===== src/rtl/dcac_qual_pkg.sv =====
package dcac_qual_pkg;
   // index of each qualified measurement in the per-check vectors
   localparam int CHK_OFS = 0;
   localparam int CHK_AC  = 1;
   localparam int NCHK    = 2;

   typedef struct packed {
      logic ofs;
      logic tw;
      logic inv;
   } qual_res_t;
endpackage


===== src/rtl/qual_win.sv =====
// Window sequencing for one check: opens on enable rise or on a read
// while enabled, closes (with a valid result) on a read.
module qual_win (
   input  logic clk,
   input  logic rst_n,
   input  logic en,
   input  logic rd,
   output logic open_evt,
   output logic act,
   output logic close
);
   logic act_q;

   always_ff @(posedge clk or negedge rst_n) begin
      if (!rst_n) act_q <= 1'b0;
      else        act_q <= en;
   end

   assign act      = act_q;
   assign open_evt = en & (~act_q | rd);
   assign close    = rd & act_q & en;
endmodule


===== src/rtl/qual_persist.sv =====
// Whole-window persistence of a level: ok is high only if flag was high
// on every active cycle since the last clr, including the present one.
module qual_persist (
   input  logic clk,
   input  logic rst_n,
   input  logic clr,
   input  logic act,
   input  logic flag,
   output logic ok
);
   logic held_q;

   always_ff @(posedge clk or negedge rst_n) begin
      if (!rst_n)   held_q <= 1'b0;
      else if (clr) held_q <= 1'b1;
      else if (act) held_q <= held_q & flag;
   end

   assign ok = held_q & flag;
endmodule


===== src/rtl/qual_pulse_cnt.sv =====
// Saturating pulse counter. EDGE=1 counts rising edges, EDGE=0 counts
// high cycles. hit includes the present cycle's pulse.
module qual_pulse_cnt #(
   parameter int MIN  = 3,
   parameter bit EDGE = 1'b1
) (
   input  logic clk,
   input  logic rst_n,
   input  logic clr,
   input  logic act,
   input  logic pin,
   output logic hit
);
   localparam int W = (MIN < 2) ? 1 : $clog2(MIN + 1);
   localparam logic [W-1:0] LIM = W'(MIN);

   logic          inc;
   logic [W-1:0]  cnt_q;
   logic [W-1:0]  cnt_nx;

   generate
      if (EDGE) begin : g_edge
         logic pin_d;
         always_ff @(posedge clk or negedge rst_n) begin
            if (!rst_n) pin_d <= 1'b0;
            else        pin_d <= pin;
         end
         assign inc = pin & ~pin_d;
      end else begin : g_level
         assign inc = pin;
      end
   endgenerate

   always_comb begin
      cnt_nx = cnt_q;
      if (act && inc && (cnt_q != LIM)) cnt_nx = cnt_q + W'(1);
   end

   always_ff @(posedge clk or negedge rst_n) begin
      if (!rst_n)   cnt_q <= '0;
      else if (clr) cnt_q <= '0;
      else          cnt_q <= cnt_nx;
   end

   assign hit = (cnt_nx == LIM);
endmodule


===== src/rtl/dcac_win_qual.sv =====
module dcac_win_qual
   import dcac_qual_pkg::*;
#(
   parameter int PULSE_MIN  = 3,
   parameter bit PULSE_EDGE = 1'b1
) (
   input  logic clk,
   input  logic rst_n,
   input  logic ofs_en,
   input  logic ac_en,
   input  logic rd_stb,
   input  logic ofs_flag,
   input  logic hi_pulse,
   input  logic lo_flag,
   input  logic scp_flag,
   output logic ofs_det,
   output logic open_tw,
   output logic win_void
);
   generate
      if (PULSE_MIN < 1 || PULSE_MIN > 255) begin : g_bad_min
         $error("dcac_win_qual: PULSE_MIN out of range");
      end
   endgenerate

   logic [NCHK-1:0] en_v, open_v, act_v, close_v, clean_v;
   logic            ofs_ok, lo_ok, tw_hit, void_any;
   qual_res_t       res_nx, res_q;

   assign en_v[CHK_OFS] = ofs_en;
   assign en_v[CHK_AC]  = ac_en;

   generate
      for (genvar i = 0; i < NCHK; i++) begin : g_chk
         qual_win u_win (
            .clk(clk), .rst_n(rst_n), .en(en_v[i]), .rd(rd_stb),
            .open_evt(open_v[i]), .act(act_v[i]), .close(close_v[i]));
         // protection-free tracker, one per window
         qual_persist u_clean (
            .clk(clk), .rst_n(rst_n), .clr(open_v[i]), .act(act_v[i]),
            .flag(~scp_flag), .ok(clean_v[i]));
      end
   endgenerate

   qual_persist u_ofs (
      .clk(clk), .rst_n(rst_n), .clr(open_v[CHK_OFS]), .act(act_v[CHK_OFS]),
      .flag(ofs_flag), .ok(ofs_ok));

   qual_persist u_lo (
      .clk(clk), .rst_n(rst_n), .clr(open_v[CHK_AC]), .act(act_v[CHK_AC]),
      .flag(lo_flag), .ok(lo_ok));

   qual_pulse_cnt #(.MIN(PULSE_MIN), .EDGE(PULSE_EDGE)) u_cnt (
      .clk(clk), .rst_n(rst_n), .clr(open_v[CHK_AC]), .act(act_v[CHK_AC]),
      .pin(hi_pulse), .hit(tw_hit));

   assign void_any = |(close_v & ~clean_v);

   always_comb begin
      res_nx.inv = void_any;
      res_nx.ofs = close_v[CHK_OFS] & ofs_ok & ~void_any;
      res_nx.tw  = close_v[CHK_AC] & lo_ok & ~tw_hit & ~void_any;
   end

   always_ff @(posedge clk or negedge rst_n) begin
      if (!rst_n)      res_q <= '0;
      else if (rd_stb) res_q <= res_nx;
   end

   assign ofs_det  = res_q.ofs;
   assign open_tw  = res_q.tw;
   assign win_void = res_q.inv;
endmodule


===== config.mk =====
export PLATFORM = sky130hd
export DESIGN_NAME = dcac_win_qual
export DESIGN_NICKNAME = d
export VERILOG_FILES = /design/src/rtl/dcac_qual_pkg.sv /design/src/rtl/qual_win.sv /design/src/rtl/qual_persist.sv /design/src/rtl/qual_pulse_cnt.sv /design/src/rtl/dcac_win_qual.sv
export SDC_FILE = /design/constraint.sdc
export NUM_CORES = 1
export LEC_CHECK = 0
export ABC_AREA = 1
export CAP_MARGIN = 0
export CORE_AREA = 2 2 39 41
export CTS_CLUSTER_DIAMETER = 30
export DETAILED_ROUTE_END_ITERATION = 12
export DIE_AREA = 0 0 41 43
export DONT_BUFFER_PORTS = 1
export HOLD_SLACK_MARGIN = 0.05
export PLACE_DENSITY = 0.54
export SYNTH_ARGS = -nofsm -noshare
export SYNTH_HDL_FRONTEND = slang
export SYNTH_SLANG_ARGS = --single-unit

===== constraint.sdc =====
create_clock -name clk -period 3.3 [get_ports clk]
set_input_delay 0.33 -clock clk [delete_from_list [all_inputs] [get_ports clk]]
set_output_delay 0.33 -clock clk [all_outputs]
set_load 0.03 [all_outputs]

Yosys cells after proc, flatten, opt, wreduce, memory -nomap -nowiden
Cells that the tools add are included.

Logic and storage cells: 55. Bits of input ports: 9. Output and inout port bits: 3. Flip-flop bits (word level): 12.

Bitwise gates (word level): 26. $add $sub $neg: 1. Muxes and demuxes: 10. Equal/unequal tests: 2. Reductions and logical operators: 5.

Operators with widths (number): 1-bit bitwise AND (16); 1-bit two-way mux (8); 1-bit inverter (6); 2-bit two-way mux (2); 2-bit nonzero test (2); 2-bit by 1-bit adder with 2-bit output (second input constant) (1); 2-bit bitwise AND (1); 2-bit equality test (second input constant) (1); 1-bit logical AND (2); 2-bit inequality test (second input constant) (1); 2-bit inverter (1); 1-bit bitwise OR (2); 2-bit OR reduction (1).

Depth between registers and ports, before layout
Gate-level depths: netlist of the first run.

Word-level depth: 9. Depth in mapped cells: 8.

Cells and area by module
From an unflattened synthesis of the first run, not the netlist that was laid out.

Cell total of the unflattened synthesis: 82. Area, all modules: 624.3 µm².

Modules (own cells, without submodules): qual_persist (seq. area each 25.0 µm², area an instance 56.3 µm², cells an instance 7, instances 4); dcac_win_qual (seq. area each 75.1 µm², area an instance 156.4 µm², cells an instance 24, instances 1); qual_pulse_cnt (seq. area each 75.1 µm², area an instance 150.1 µm², cells an instance 18, instances 1); qual_win (seq. area each 25.0 µm², area an instance 46.3 µm², cells an instance 6, instances 2).

Worst setup path after synthesis of the first run
No wires, ideal clock.

Path kind: register to register. From: reg u_cnt.cnt_q[0]. To: reg res_q (netlist bit open_tw). Data required time: 3.183 ns. Arrival time: 0.996 ns. Slack: 2.188 ns. Clock period less this slack: 1.112 ns. Cell stages (with the launch flop): 8. Cells stage by stage: dfrtp_1 > ha_1 > nor2_1 > nand3_1 > nand2_1 > nand2_1 > nand2_1 > nand2_1.

Cells in the longest elaborated chain, start to end: 7.

RTL lines: from (decl) (line qual_pulse_cnt.sv:18) `logic [W-1:0] cnt_q;`; from (signal assigned) (line qual_pulse_cnt.sv:42) `else cnt_q <= cnt_nx;`; parallel branches: the longest is 2 deep, another holds 2-bit by 1-bit adder with 2-bit output; 2-bit two-way mux (*) (line qual_pulse_cnt.sv:36) `if (act && inc && (cnt_q != LIM)) cnt_nx = cnt_q + W'(1);`; 2-bit equality test (*) (line qual_pulse_cnt.sv:45) `assign hit = (cnt_nx == LIM);`; 1-bit inverter (*) (line dcac_win_qual.sv:62) `res_nx.tw = close_v[CHK_AC] & lo_ok & ~tw_hit & ~void_any;`; 1-bit bitwise AND (*) (2 in series) (line dcac_win_qual.sv:62); to (signal assigned) (line dcac_win_qual.sv:67) `else if (rd_stb) res_q <= res_nx;`; to (decl) (line dcac_win_qual.sv:28) `qual_res_t res_nx, res_q;`.

Mark *: on every way between the ends. A chain may end at the register's enable or synchronous reset.

Worst setup path in the final report of the first run
Same ends and word-level chain as after synthesis.

==> results of run 1 <==
-- logic make-up (layout without fill, tap and decap cells) --
group / after synthesis / count (layout)
buffers and inverters: 7 / 12
adders and majority gates: 1 / 1
AOI/OAI and AO/OA: 9 / 9
DFF: 12 / 12
and+or+nand+nor: 32 / 32
-- per-layer routing --
| metal | vias up | share of wire | track usage |
|---|---|---|---|
| met3 | 5 | 0.042 | 0.0471 |
| met1 | 185 | 0.41 | 0.160 |
| met4 | 0 | 0.034 | 0.100 |
| li1 | 204 | - | - |
| met5 | - | 0 | 0 |
| met2 | 9 | 0.52 | 0.203 |
-- power groups by stage --
stage / clock, W / combinational [W] / sequential, W
after CTS: 0.000120 / 0.0000250 / 0.000168
after detailed placement: 0 / 0.0000210 / 0.000171
after global placement: 0 / 0.0000205 / 0.000171
after floorplan: 0 / 0.0000173 / 0.000170
after global routing: 0.000125 / 0.0000294 / 0.000170
final: 0.000118 / 0.0000242 / 0.000168
-- registers in the layout (all words and copies together), names as in the netlist --
register              count
u_cnt.g_edge.pin_d        1
ofs_det                   1
win_void                  1
open_tw                   1
g_chk.u_win.act           2
u_ofs.held_q              1
u_cnt.cnt_q               2
u_lo.held_q               1
g_chk.u_clean.held_q      2
-- repair_timing --
action	CTS	global route
buffers inserted	0	0
endpoints found under the setup margin	0	0
hold buffers	1	0
hold endpoints to repair	12	0
-- cells in the final DEF (no fill, tap or decap) --
cell,instances
nand2_1,23
nor2_1,4
o21ai_0,7
dlygate4sd3_1,1
nand3_1,5
a21oi_1,2
clkbuf_4,3
dfrtp_1,12
inv_1,7
clkbuf_8,1
ha_1,1
-- metrics by stage --
step	std cells	utilization	worst slack (ns)
4_1_cts	82	0.417	2.09
3_3_place_gp	77	0.383	2.12
3_5_place_dp	77	0.383	2.11
2_1_floorplan	61	-	2.19
6_report	82	0.417	2.09
5_1_grt	82	0.417	1.98
-- final timing paths --
check | cells after the start | slack [ns] | to
worst max-delay path | 7 | 2.09 | open_tw$_DFFE_PN0P_
worst min-delay path | 0 | 0.07 | u_cnt.g_edge.pin_d$_DFF_PN0_
worst max register to register | 7 | 2.09 | open_tw$_DFFE_PN0P_
worst min register to register | 2 | 0.50 | g_chk[0].u_clean.held_q$_DFFE_PN0P_
max in group asynchronous | 1 | 2.48 | open_tw$_DFFE_PN0P_
min in group asynchronous | 1 | 0.47 | g_chk[1].u_clean.held_q$_DFFE_PN0P_
-- layout make-up --
class	instances	area, um2
clock buffers	4	36.3
fillers	150	807
well taps	16	20.0
repair buffers	1	10.0
flip-flops and latches	12	300
inverters	7	26.3
multi-input cells	42	184
==> results.cfg, run 1 <==
[outcome]
status = finished, final reports clean

[worst_setup_path]
crit_path_frequent_cell = nand2_1
critPathKind = reg2reg
slowest_stage = dfrtp_1
path_buf_inv = 0
end_kind = flip-flop
crit_fanout = 3
critPathArrivalTime_ns = 1.38
cpPeakStageDelay_ns = 0.40
timing.critical_path.from = u_cnt.cnt_q[0]$_DFF_PN0_
startpoint_type = flip-flop
crit_required_ns = 3.47
rr_startpoint = u_cnt.cnt_q[0]$_DFF_PN0_
path_cells = ha_1 > nor2_1 > nand3_1 > nand2_1 > nand2_1 > nand2_1 > nand2_1
crit_family = simple AND/OR/NAND/NOR gates

[sta]
fin_crit_sh = 0.367
rsz0062_at_grt = no
finalSetupTns_ns = 0
finalSetupViolations = 0
max_freq_mhz = 826
slew_viol_final = 0
fin_worst_skew_ns = 0.00116
worst_pin_slew_ns = 0.536
finalHoldViolations = 0
worst_hold_slack_ns = 0.0749
period_minus_slack_ns = 1.21
relSlewSlack = 0.642

[logic_synthesis]
synth_cells = 61
synth_fa_ha_area_frac = 0.0245
synth_xor_area_frac = 0
synthArstFlopShare = 1.00
syn_area_per_cell_um2 = 8.37
syn-num-nets = 71
yosys.area_share.simple = 0.248
synth-seq-cells = 12
synthTopCellsByCount = nand2_1, dfrtp_1, inv_1, o21ai_0, nand3_1
yosys_most_used_dff = dfrtp_1
synth_edf_count = 0
synth_top_family_by_area = simple AND/OR/NAND/NOR gates
ys_seq_area_frac = 0.588
synth.distinct_cells = 8
synthMuxAreaShare = 0
ys.warnings.count = 0
yosysTopAreaCell = dfrtp_1
yosysMostFrequentCell = nand2_1
ys_top_cells_by_area = dfrtp_1, nand2_1, o21ai_0, inv_1, nand3_1
synth-compound-area-share = 0.0882
yosysTopAreaCellShare = 0.588
synth_area_um2 = 510

[drt]
routed_wirelength_um = 919
drt-wirelength-per-cell_um = 11.2
drt_first_pass_iters = 4
drc_errors = 0
num_vias = 403
routed_via_density = 4.91
ant_nets = 0
drt_first_iter_violations = 7

[cts]
cts_resized = 0
clockBufferDepth = 2
clock-sinks = 12
clock_latency_ns = 0.28
clk_pin_slew_ns = 0.07
h-tree-depth = 1
clock-root-buffer = clkbuf_4
cts_tree = built
cts_buffers = 3

[floorplanning]
start_util = 0.369
core_um2 = 1380
rows = 14
die_y_um = 43
die_x_um = 41
die-area_um2 = 1760
ios = 12

[power_and_ir_drop]
swShare = 0.248
seqPwrFrac = 0.542
report.power.total_w = 0.000310
p_sw_w = 0.0000770
p_int_w = 0.000233
powerDensity_nw_per_um2 = 538
clockPowerShare = 0.380
combPwrFrac = 0.078
vdd_drop_max_mv = 0.189
power.leakage_nw = 0.304

[global_routing]
grt_util_all_layers = 0.139
antenna_found_initial = 0
grt_overflow = 0
first_global_vias = 396
grt_pass1_wl_mm = 1.59
grt_max_degree = 13

[place]
port_buffers = 0
place_hpwl_um = 710
postPlaceCellArea_um2 = 531
gp_congestion = 0.719

[min_path]
min-delay-start = hi_pulse
hp-class = in2reg

[layout]
antennaDiodeCount = 0
final_cell_area_um2 = 577
syn_to_final_growth_pct = 13.0
layout.nets = 77
drive_gt1_frac = 0.0606

[flow_run]
cap_violations = 0
(Power assumes the default switching activity.)
==> run 2: changes to the inputs <==
--- a/config.mk
+++ b/config.mk
@@ -5,7 +5,7 @@
 export SDC_FILE = /design/constraint.sdc
 export NUM_CORES = 1
 export LEC_CHECK = 0
-export ABC_AREA = 1
+export ABC_AREA = 0
 export CAP_MARGIN = 0
 export CORE_AREA = 2 2 39 41
 export CTS_CLUSTER_DIAMETER = 30
@@ -13,7 +13,7 @@
 export DIE_AREA = 0 0 41 43
 export DONT_BUFFER_PORTS = 1
 export HOLD_SLACK_MARGIN = 0.05
-export PLACE_DENSITY = 0.54
+export PLACE_DENSITY = 0.58
 export SYNTH_ARGS = -nofsm -noshare
 export SYNTH_HDL_FRONTEND = slang
 export SYNTH_SLANG_ARGS = --single-unit
==> constraint.sdc (replaced) <==
create_clock -name clk -period 1 [get_ports clk]
set_input_delay 0.1 -clock clk [delete_from_list [all_inputs] [get_ports clk]]
set_output_delay 0.1 -clock clk [all_outputs]
set_load 0.03 [all_outputs]
==> results.cfg, run 2 <==
[floorplanning]
die_y_um = 43
core_um2 = 1380
rows = 14
die-area_um2 = 1760
start_util = 0.390
die_x_um = 41
ios = 12

[place]
place_ws_ns = -0.266
port_buffers = 0
place_hpwl_um = 751
gp_congestion = 0.681

[outcome]
status = finished with violations
failed_checks = negative setup slack

[sta]
relSlewSlack = 0.636
fin_worst_skew_ns = 0.000989
max_freq_mhz = 787
fin_crit_sh = 1.27
worst_pin_slew_ns = 0.544
finalSetupViolations = 4
rsz0062_at_grt = yes
slew_viol_final = 0
fin_ws_ns = -0.270
period_minus_slack_ns = 1.27
finalSetupTns_ns = -0.702
finalHoldViolations = 0
worst_hold_slack_ns = 0.0170

[drt]
drt_first_pass_iters = 4
ant_nets = 0
routed_via_density = 5.09
drt-wirelength-per-cell_um = 12.7
num_vias = 433
drc_errors = 0
drt_first_iter_violations = 5
routed_wirelength_mm = 1.08

[worst_setup_path]
path_buf_inv = 0
end_kind = flip-flop
cpPeakStageDelay_ns = 0.38
startpoint_type = flip-flop
path_cells = ha_2 > and4bb_4 > and3b_1 > o32ai_2
rr_startpoint = u_cnt.cnt_q[1]$_DFF_PN0_
crit_family = simple AND/OR/NAND/NOR gates
r2r_cells = 4
timing.critical_path.from = u_cnt.cnt_q[1]$_DFF_PN0_
crit_required_ns = 1.14
path_depth = 4
critPathKind = reg2reg
crit_fanout = 4
critPathArrivalTime_ns = 1.41
slowest_stage = dfrtp_1

[global_routing]
grt_overflow = 0
grt_pass1_wl_mm = 1.80
antenna_found_initial = 0
grt_max_degree = 13
first_global_vias = 434
grt_util_all_layers = 0.156

[logic_synthesis]
ys_seq_area_frac = 0.557
synthArstFlopShare = 1.00
synth_cells = 49
ys_top_cells_by_area = dfrtp_1, nor2_1, o211ai_1, nand2_1, o32ai_2
yosysTopAreaCell = dfrtp_1
syn_area_per_cell_um2 = 11.0
synthTopCellsByCount = dfrtp_1, nor2_1, nand2_1
syn-num-nets = 59
synth-seq-cells = 12
yosys_most_used_dff = dfrtp_1
yosysMostFrequentCell = dfrtp_1
ys.warnings.count = 0
yosysTopAreaCellShare = 0.557
synth_edf_count = 0
synth.distinct_cells = 24
synth_area_um2 = 539

[cts]
clockBufferDepth = 2
cts_tree = built
clock-root-buffer = clkbuf_4
clock_latency_ns = 0.26
clk_pin_slew_ns = 0.07
clock-sinks = 12
h-tree-depth = 1
cts_buffers = 3

[flow_run]
cap_violations = 0

[min_path]
hp-class = in2reg
worstHoldPathCells = 2
min-delay-start = lo_flag

[layout]
seqCellArea_um2 = 300
drive_gt1_frac = 0.319
final_common_cell = dfrtp_1
multi_input_area_um2 = 250
fillers = 127
syn_to_final_growth_pct = 41.1
antennaDiodeCount = 0
layout_common_cells = dfrtp_1, buf_4, dlygate4sd3_1
layout.nets = 81

[power_and_ir_drop]
power.leakage_nw = 0.345
powerDensity_nw_per_um2 = 1320
vdd_drop_max_mv = 0.930
run 2: cell count changes after synthesis, sizes merged, moves of 2 or more:
cell    change
nand2      -18
o21ai       -6
inv         -4
nand3       -3
o211ai      +3
nor2        +2
o22ai       +2
o32ai       +2
run 2: layout make-up:
type / count / area share
Clock buffer: 3 / 0.0296
Inverter: 3 / 0.0148
Multi-Input combinational cell: 33 / 0.329
Sequential cell: 12 / 0.395
Tap cell: 16 / 0.0263
Timing Repair Buffer: 18 / 0.206
run 2: power breakdown:
part | total (W) | internal [W] | switching [W]
Sequential | 0.000538 | 0.000519 | 0.0000191
Combinational | 0.000188 | 0.000101 | 0.0000874
Clock | 0.000281 | 0.000139 | 0.000142
Total | 0.00101 | 0.000758 | 0.000248
run 2: final timing paths:
check                                                            to  slack (ns)
worst max-delay path                            open_tw$_DFFE_PN0P_       -0.27
worst min-delay path                        u_lo.held_q$_DFFE_PN0P_        0.02
worst max register to register                  open_tw$_DFFE_PN0P_       -0.27
worst min register to register                 win_void$_DFFE_PN0P_        0.49
max in group asynchronous                  u_cnt.cnt_q[1]$_DFF_PN0_        0.38
min in group asynchronous       g_chk[1].u_clean.held_q$_DFFE_PN0P_        0.26
run 2: cells by family (layout without fill, tap and decap cells):
group,count (synthesis),in the layout,share of synthesized area
compound gates,11,11,0.158
xor+xnor,1,1,0.0162
fa+ha+maj,1,1,0.0232
buf+inv,4,24,0.0348
flops,12,12,0.557
mux,1,1,0.0186
simple gates,19,19,0.193
run 2: timing repair:
item	4_1_cts	5_1_grt
buffers inserted	0	2
endpoints found under the setup margin	5	5
hold endpoints to repair	22	6
pin swaps	1	0
gates resized for setup	4	3
hold buffers	5	2
run 2: through the flow:
step	power (W)	instances	cell area, um2	util
2_1_floorplan	0.000633	49	542	-
3_3_place_gp	0.000677	74	629	0.455
3_5_place_dp	0.000680	74	629	0.455
4_1_cts	0.00100	82	722	0.522
5_1_grt	0.00107	85	761	0.550
6_report	0.00101	85	761	0.550
run 2: per-layer routing:
metal  part of all wire  global-route usage
met5                  0                   0
met4              0.016              0.0800
met3              0.044              0.0471
met2               0.47               0.216
met1               0.47               0.214
==> run 3: changes to the inputs <==
--- a/config.mk
+++ b/config.mk
@@ -13,7 +13,7 @@
 export DIE_AREA = 0 0 41 43
 export DONT_BUFFER_PORTS = 1
 export HOLD_SLACK_MARGIN = 0.05
-export PLACE_DENSITY = 0.58
+export PLACE_DENSITY = 0.56
 export SYNTH_ARGS = -nofsm -noshare
 export SYNTH_HDL_FRONTEND = slang
 export SYNTH_SLANG_ARGS = --single-unit
==> constraint.sdc (replaced) <==
create_clock -name clk -period 1.4 [get_ports clk]
set_input_delay 0.14 -clock clk [delete_from_list [all_inputs] [get_ports clk]]
set_output_delay 0.14 -clock clk [all_outputs]
set_load 0.03 [all_outputs]
==> results.cfg, run 3 (synthesized netlist as in run 2, its figures left out) <==
[min_path]
hp-class = in2reg

[floorplanning]
core_um2 = 1380
die_y_um = 43
rows = 14
ios = 12
die_x_um = 41
start_util = 0.390
die-area_um2 = 1760

[sta]
rsz0062_at_grt = no
slew_viol_final = 0
finalSetupTns_ns = 0
max_freq_mhz = 752
relSlewSlack = 0.635
worst_hold_slack_ns = 0.0498
finalHoldViolations = 0
fin_crit_sh = 0.950
fin_ws_ns = 0.0706
fin_worst_skew_ns = 0.00417
period_minus_slack_ns = 1.33
worst_pin_slew_ns = 0.545
finalSetupViolations = 0

[place]
gp_congestion = 0.684
place_ws_ns = 0.0834
postPlaceCellArea_um2 = 559
place_hpwl_um = 732
port_buffers = 0

[drt]
ant_nets = 0
routed_via_density = 5.35
drt_first_pass_iters = 4
drc_errors = 0
drt-wirelength-per-cell_um = 14.3
routed_wirelength_mm = 1.06
num_vias = 396
drt_first_iter_violations = 1

[cts]
clock-root-buffer = clkbuf_4
h-tree-depth = 1
cts_buffers = 3
clock_latency_ns = 0.28
cts_tree = built
cts_setup_buffers = 0
clockBufferDepth = 2
clock-sinks = 12
clk_pin_slew_ns = 0.07

[global_routing]
grt_max_degree = 13
antenna_found_initial = 0
grt_overflow = 0
first_global_vias = 416
grt_pass1_wl_mm = 1.81
grt_util_all_layers = 0.157

[layout]
drive_gt1_frac = 0.121
layout_common_cells = dfrtp_1, nor2_1, dlygate4sd3_1
syn_to_final_growth_pct = 19.0
layout.nets = 70
antennaDiodeCount = 0
final_common_cell = dfrtp_1
final_cell_area_um2 = 642

[worst_setup_path]
startpoint_type = flip-flop
crit_fanout = 4
r2r_cells = 4
critPathKind = reg2reg
end_kind = flip-flop
reg2reg_to = open_tw$_DFFE_PN0P_
crit_end = open_tw$_DFFE_PN0P_
rrSetupSlack_ns = 0.07
critPathArrivalTime_ns = 1.48
rr_startpoint = u_cnt.cnt_q[1]$_DFF_PN0_
crit_required_ns = 1.55
timing.critical_path.from = u_cnt.cnt_q[1]$_DFF_PN0_

[outcome]
status = finished, final reports clean

[power_and_ir_drop]
vdd_drop_max_mv = 0.474
powerDensity_nw_per_um2 = 1080
power.leakage_nw = 0.284

[flow_run]
cap_violations = 0
-- run 3: worst min-delay path by stage --
stage / startpoint / to / slack (ns) / depth (start not counted)
finish: rd_stb / win_void$_DFFE_PN0P_ / 0.05 / 2
floorplan: rst_n / g_chk[0].u_clean.held_q$_DFFE_PN0P_ / -0.16 / 0
global route: rd_stb / win_void$_DFFE_PN0P_ / 0.06 / 2
global placement: rst_n / ofs_det$_DFFE_PN0P_ / -0.16 / 0
CTS: rd_stb / win_void$_DFFE_PN0P_ / 0.05 / 2
detailed placement: rst_n / ofs_det$_DFFE_PN0P_ / -0.16 / 0
-- run 3: per-layer routing --
metal  part of all wire  vias to the layer above  track usage
li1                   -                      191            -
met1               0.42                      188        0.187
met2               0.48                       12        0.225
met3              0.068                        5       0.0471
met4              0.037                        0        0.120
met5                  0                        -            0
-- run 3: cell type report --
class,instances,area (um2)
flip-flops and latches,12,300
clock buffers,3,22.5
fillers,128,742
repair buffers,7,67.6
multi-input cells,33,220
well taps,16,20.0
inverters,3,11.3
-- run 3: per-stage QoR --
stage                     cells  total power, W  utilization
after global routing         74        0.000722        0.464
after CTS                    74        0.000697        0.464
final                        74        0.000692        0.464
after global placement       65        0.000463        0.404
after floorplan              49        0.000452            -
after detailed placement     65        0.000465        0.404
-- run 3: worst max-delay path, cell delays in order (launching register included) --
cell and delay [ns]:
dfrtp_1 0.40, ha_1 0.18, and4bb_2 0.34, and3b_1 0.20, o32ai_2 0.09
-- run 3: report_power, final --
group / leakage (nW) / internal (W) / switching (W)
clock: 0.0138 / 0.0000998 / 0.000112
sequential: 0.144 / 0.000370 / 0.0000271
combinational: 0.126 / 0.0000427 / 0.0000399
total: 0.284 / 0.000513 / 0.000179
-- run 3: what timing repair did --
action                                  in CTS  in global routing
hold endpoints to repair                    21                  0
gates resized for setup                      0                  0
hold buffers                                 6                  0
endpoints found under the setup margin       0                  1
